### src/rtl/rbus_pkg.sv
package rbus_pkg;

    localparam int TAG_W  = 4;
    localparam int DATA_W = 64;

    typedef struct packed {
        logic              valid;
        logic [TAG_W-1:0]  tag;
        logic [DATA_W-1:0] data;
    } bus_beat_t;

    // producer position p (loads, then adders, then multipliers) -> tag p+1
    function automatic logic [TAG_W-1:0] tag_of(input int unsigned pos);
        return TAG_W'(pos + 1);
    endfunction

endpackage

### src/rtl/rr_grant.sv
module rr_grant #(
    parameter int NREQ  = 11,
    localparam int IDX_W = $clog2(NREQ)
) (
    input  logic             clk,
    input  logic             rst,
    input  logic [NREQ-1:0]  req,
    output logic [NREQ-1:0]  gnt,
    output logic [IDX_W-1:0] gnt_idx,
    output logic             any
);

    logic [IDX_W-1:0] last_q;

    always_comb begin
        gnt     = '0;
        gnt_idx = '0;
        any     = 1'b0;
        for (int k = 1; k <= NREQ; k++) begin
            int idx;
            idx = (int'(last_q) + k) % NREQ;
            if (!any && req[idx]) begin
                any          = 1'b1;
                gnt_idx      = IDX_W'(idx);
                gnt[idx]     = 1'b1;
            end
        end
    end

    always_ff @(posedge clk) begin
        if (rst)
            last_q <= IDX_W'(NREQ - 1);
        else if (any)
            last_q <= gnt_idx;
    end

    AST_ONE_GRANT: assert property (@(posedge clk) disable iff (rst)
        $onehot0(gnt)) else $error("more than one grant");

    AST_GRANT_HAS_REQ: assert property (@(posedge clk) disable iff (rst)
        (gnt & ~req) == '0) else $error("grant without request");

    // wait counters per producer bound the time a held request can lose
    for (genvar g = 0; g < NREQ; g++) begin : g_wait
        logic [IDX_W:0] wait_q;
        always_ff @(posedge clk) begin
            if (rst || !req[g] || gnt[g])
                wait_q <= '0;
            else
                wait_q <= wait_q + 1'b1;
        end
        AST_NO_STARVE: assert property (@(posedge clk) disable iff (rst)
            int'(wait_q) < NREQ) else $error("request starved");
    end

endmodule

### src/rtl/result_select.sv
module result_select
    import rbus_pkg::*;
#(
    parameter int NREQ  = 11,
    localparam int IDX_W = $clog2(NREQ)
) (
    input  logic [NREQ*DATA_W-1:0] data_all,
    input  logic [IDX_W-1:0]       gnt_idx,
    input  logic                   any,
    output bus_beat_t              beat
);

    always_comb begin
        beat.valid = any;
        beat.tag   = '0;
        beat.data  = '0;
        if (any) begin
            beat.tag  = tag_of(int'(gnt_idx));
            beat.data = data_all[int'(gnt_idx)*DATA_W +: DATA_W];
        end
    end

endmodule

### src/rtl/result_bus_arbiter.sv
module result_bus_arbiter
    import rbus_pkg::*;
#(
    parameter int N_LD  = 6,
    parameter int N_ADD = 3,
    parameter int N_MUL = 2,
    localparam int NREQ  = N_LD + N_ADD + N_MUL,
    localparam int IDX_W = $clog2(NREQ)
) (
    input  logic                    clk,
    input  logic                    rst,
    input  logic [N_LD-1:0]         ld_req,
    input  logic [N_LD*DATA_W-1:0]  ld_data,
    input  logic [N_ADD-1:0]        add_req,
    input  logic [N_ADD*DATA_W-1:0] add_data,
    input  logic [N_MUL-1:0]        mul_req,
    input  logic [N_MUL*DATA_W-1:0] mul_data,
    output logic [N_LD-1:0]         ld_gnt,
    output logic [N_ADD-1:0]        add_gnt,
    output logic [N_MUL-1:0]        mul_gnt,
    output logic                    bus_valid,
    output logic [TAG_W-1:0]        bus_tag,
    output logic [DATA_W-1:0]       bus_data
);

    logic [NREQ-1:0]        req_all;
    logic [NREQ-1:0]        gnt_all;
    logic [NREQ*DATA_W-1:0] data_all;
    logic [IDX_W-1:0]       gnt_idx;
    logic                   any;
    bus_beat_t              beat;

    assign req_all  = {mul_req, add_req, ld_req};
    assign data_all = {mul_data, add_data, ld_data};

    rr_grant #(.NREQ(NREQ)) u_rr (
        .clk     (clk),
        .rst     (rst),
        .req     (req_all),
        .gnt     (gnt_all),
        .gnt_idx (gnt_idx),
        .any     (any)
    );

    result_select #(.NREQ(NREQ)) u_sel (
        .data_all (data_all),
        .gnt_idx  (gnt_idx),
        .any      (any),
        .beat     (beat)
    );

    assign ld_gnt    = gnt_all[N_LD-1:0];
    assign add_gnt   = gnt_all[N_LD +: N_ADD];
    assign mul_gnt   = gnt_all[N_LD+N_ADD +: N_MUL];
    assign bus_valid = beat.valid;
    assign bus_tag   = beat.tag;
    assign bus_data  = beat.data;

    AST_VALID_IFF_REQ: assert property (@(posedge clk) disable iff (rst)
        bus_valid == (req_all != '0)) else $error("valid mismatch");

    AST_IDLE_QUIET: assert property (@(posedge clk) disable iff (rst)
        !bus_valid |-> (bus_tag == '0 && bus_data == '0)) else $error("idle bus not zero");

    AST_TAG_NONZERO: assert property (@(posedge clk) disable iff (rst)
        bus_valid |-> bus_tag != '0) else $error("zero tag broadcast");

    AST_GRANT_WITH_BEAT: assert property (@(posedge clk) disable iff (rst)
        bus_valid == (gnt_all != '0)) else $error("grant and beat apart");

endmodule

### config.mk
export PLATFORM = sky130hd
export DESIGN_NAME = result_bus_arbiter
export DESIGN_NICKNAME = d
export VERILOG_FILES = /design/src/rtl/rbus_pkg.sv /design/src/rtl/rr_grant.sv /design/src/rtl/result_select.sv /design/src/rtl/result_bus_arbiter.sv
export SDC_FILE = /design/constraint.sdc
export NUM_CORES = 1
export LEC_CHECK = 0
export ABC_AREA = 0
export BUFFER_PORTS_ARGS = -buffer_cell sky130_fd_sc_hd__buf_2
export CORE_AREA = 2 2 308 310
export CTS_BUF_LIST = sky130_fd_sc_hd__clkbuf_8
export CTS_CLUSTER_DIAMETER = 50
export CTS_CLUSTER_SIZE = 20
export DETAILED_ROUTE_END_ITERATION = 10
export DIE_AREA = 0 0 310 312
export PLACE_DENSITY_LB_ADDON = 0.2
export SYNTH_ARGS = -nofsm -noshare
export SYNTH_HDL_FRONTEND = slang
export SYNTH_HIERARCHICAL = 1
export SYNTH_SLANG_ARGS = --single-unit
### constraint.sdc
create_clock -name clk -period 19.6 [get_ports clk]
set_input_delay 0 -clock clk [delete_from_list [all_inputs] [get_ports clk]]
set_output_delay 0 -clock clk [all_outputs]
set_load 0.005 [all_outputs]
==> reports/results.txt <==
Post-CTS Resized: 0
Async SR Flop Fraction: 0
Status: completed
Post-synth EDFFs: 0
Die height: 312 um
Starting density of the core: 0.172
Top Registers: u_rr/last_q x4
Drt first pass iters: 6
CTS tree: yes
Synth unique cells: 118
Post-synthesis sequential area ratio: 0.00500
Register area: 85.1 um^2
Fin crit share: 0.528
Area grow syn2layout: 30.8%
Crit-path slowest cell: dfxtp_4
Synth Flop Type: dfxtp_1
Slew HR: 0.126
First-pass GRT wire length: 202000 um
YS warnings: 6
Hold Startpoint: rst
Post-DP HPWL: 132000 um
Fin. max-slew vios: 0
Worst path bufs/invs: 8
Root Driver: clkbuf_8
Vias per Instance: 5.60
HP Class: primary input to flop
Mapped Nets: 2915
Vias after detailed routing: 22900
Hold buffers post-CTS: 0
GR Overflow Total: 0
Port Buf Inserts: 796
Worst-path clk slew: 0.04 ns
Setup Buffers After CTS: 0
Die ar.: 96700 um^2
Fmax: 0.0967 GHz
Residual DRC count: 0
Max-cap violations: 0
Worst Path Required: 19.60 ns
Max reg flops: 4
Area leader, netlist: mux2i_1
WL final: 158000 um
Synth top area share: 0.0863
Worst setup EP type: primary output
DR WL/cell: 38.5 um
Clock skew: 0.00962 ns
WP data arrival: 10.34 ns
Element type at the critical path start: flop
Placement Rows: 112
# IOs: 797
Clk_lat worst skew: 0.24 ns
Share of layout cells above drive strength 1: 0.365
Layout fillers: 10800
Final setup vio count: 0
Setup TNS: 0 ns
GRT Total Usage: 0.309
Total core area: 93000 um^2
Drt first-iter violations: 2494
Final Hold Fails: 0
Largest net degree at the start of global routing: 132
Syn Inst Count: 2155
Mean area per synthesized cell: 7.43 um^2
Setup CP Type: flop to primary output
H-tree depth: 1
Antenna-violating nets left: 0
Synth area leaders: mux2i_1 8.6%, mux4_1 5.9%, mux2_2 5.3%, mux4_2 4.9%, a211oi_1 4.5%
Clock Tree Buf Depth: 2
Clock Sinks: 4
Cell Area, Synth: 16000 um^2
Final nets: 3553
Worst slew pin tran: 1.30 ns
Vias in the first global route: 21300
Initial antenna violation count: 142
RSZ-0062 raised after global routing: no
Fin crit period: 10.34 ns
Cts bufs inserted: 3
Largest delay contributor family on the critical path: simple AND/OR/NAND/NOR gates
Critical path fanouts, max: 99
RR Startpoint: u_rr/last_q[0]
Die Width: 310 um
Worst setup startpoint: u_rr/last_q[0]
Crit path largest cell delay: 0.84 ns
Multi-input logic area: 14600 um^2
Synthesized flop and latch total: 4
GPL Wtd Cong: 1.07
Biggest register: u_rr/last_q
worst reg2reg max path: stages, from the launching register on:
cell and delay [ns]:
dfxtp_4 0.84, inv_2 0.08, buf_4 0.29, ha_1 0.37, buf_4 0.24, inv_1 0.55
ha_1 0.42, nor2b_1 0.08, mux2_4 0.35, mux2i_1 0.17, nor2_1 0.31, inv_1 0.18
ha_1 0.37, a211oi_1 0.31, nor3_1 0.10, o32a_1 0.27, nor2_1 0.50, a311o_1 0.29
o311a_1 0.49, and2_1 0.38, and4_1 0.51, nand2_1 0.17, a32o_1 0.44, a211o_1 0.36
placed cells by master, fill, tap and decap left out, drive strengths merged, types with 11 or more instances in the layout:
cell type and n:
nor2 176, nor4 19, nand2 128, o211ai 27
o21ai 152, a21o 13, a2bb2oi 70, inv 69
mux2i 139, and3 20, nor2b 95, a211oi 99
a221oi 13, o221ai 15, buf 830, mux4 71
nand2b 27, diode 45, o21a 20, xnor2 24
and2 20, nand3 61, a211o 20, a21oi 102
o22ai 29, o31ai 19, or2 11, a311oi 13
o32ai 74, a31oi 25, nand4 20, nor3 69
mux2 78, ha 43
cells by family (layout without fill, tap and decap cells):
family | Yosys count | in the layout | share of synthesized area
buf+inv | 269 | 906 | 0.0879
mux | 288 | 288 | 0.251
simple gates | 697 | 697 | 0.224
xor+xnor | 33 | 33 | 0.0202
other cells | 0 | 45 | 0
flops | 4 | 4 | 0.00500
compound gates | 821 | 821 | 0.378
fa+ha+maj | 43 | 43 | 0.0336
per-stage QoR:
step	area (um^2)	hold slack [ns]	cells	setup slack (ns)	utilization
2_1_floorplan	16000	0.0944	2155	11.44	-
3_3_place_gp	20800	0.388	4042	9.71	0.223
3_5_place_dp	20800	0.379	4042	9.70	0.223
4_1_cts	20800	0.155	4046	9.44	0.224
5_1_grt	20900	0.162	4075	8.89	0.225
6_report	20900	0.177	4091	9.26	0.225
final timing paths:
path | slack (ns) | endpoint | cells past startpoint
hold / removal | 0.18 | u_rr/last_q[0] | 2
setup reg to reg | 11.41 | u_rr/last_q[3] | 23
setup / recovery | 9.26 | bus_data[6] | 28
hold reg to reg | 0.68 | u_rr/last_q[2] | 3
cell type report:
| cell class | count | area share |
|---|---|---|
| multi-input cells | 1882 | 0.696 |
| repair buffers | 830 | 0.204 |
| well taps | 1254 | 0.0750 |
| inverters | 72 | 0.0129 |
| diodes | 45 | 0.00538 |
| flip-flops and latches | 4 | 0.00407 |
| clock buffers | 3 | 0.00197 |
| clock inverters | 1 | 0.000179 |
cells in the mapped netlist, drive strengths merged, types with 20 or more instances:
cell,instances
nand2,128
o21ai,152
and3,20
and2,20
o22ai,29
ha,43
nor2,176
a2bb2oi,70
nor3,69
mux2,78
o21a,20
mux4,71
o32ai,74
nand2b,27
clkbuf,80
nand4,20
a211o,20
nor2b,95
inv,68
xnor2,24
buf,117
a21oi,102
o211ai,27
a211oi,99
nand3,61
a31oi,25
mux2i,139
metal layers:
metal	GRT usage	vias to the layer above	routed length, um
met5	0	-	412
met4	0.130	60	6600
met3	0.0854	265	15300
met2	0.481	1418	70500
met1	0.398	11300	64800
li1	-	9922	-
Power is not shown: default switching activity piles up to over one toggle a cycle in this logic, so the estimate is an artifact.
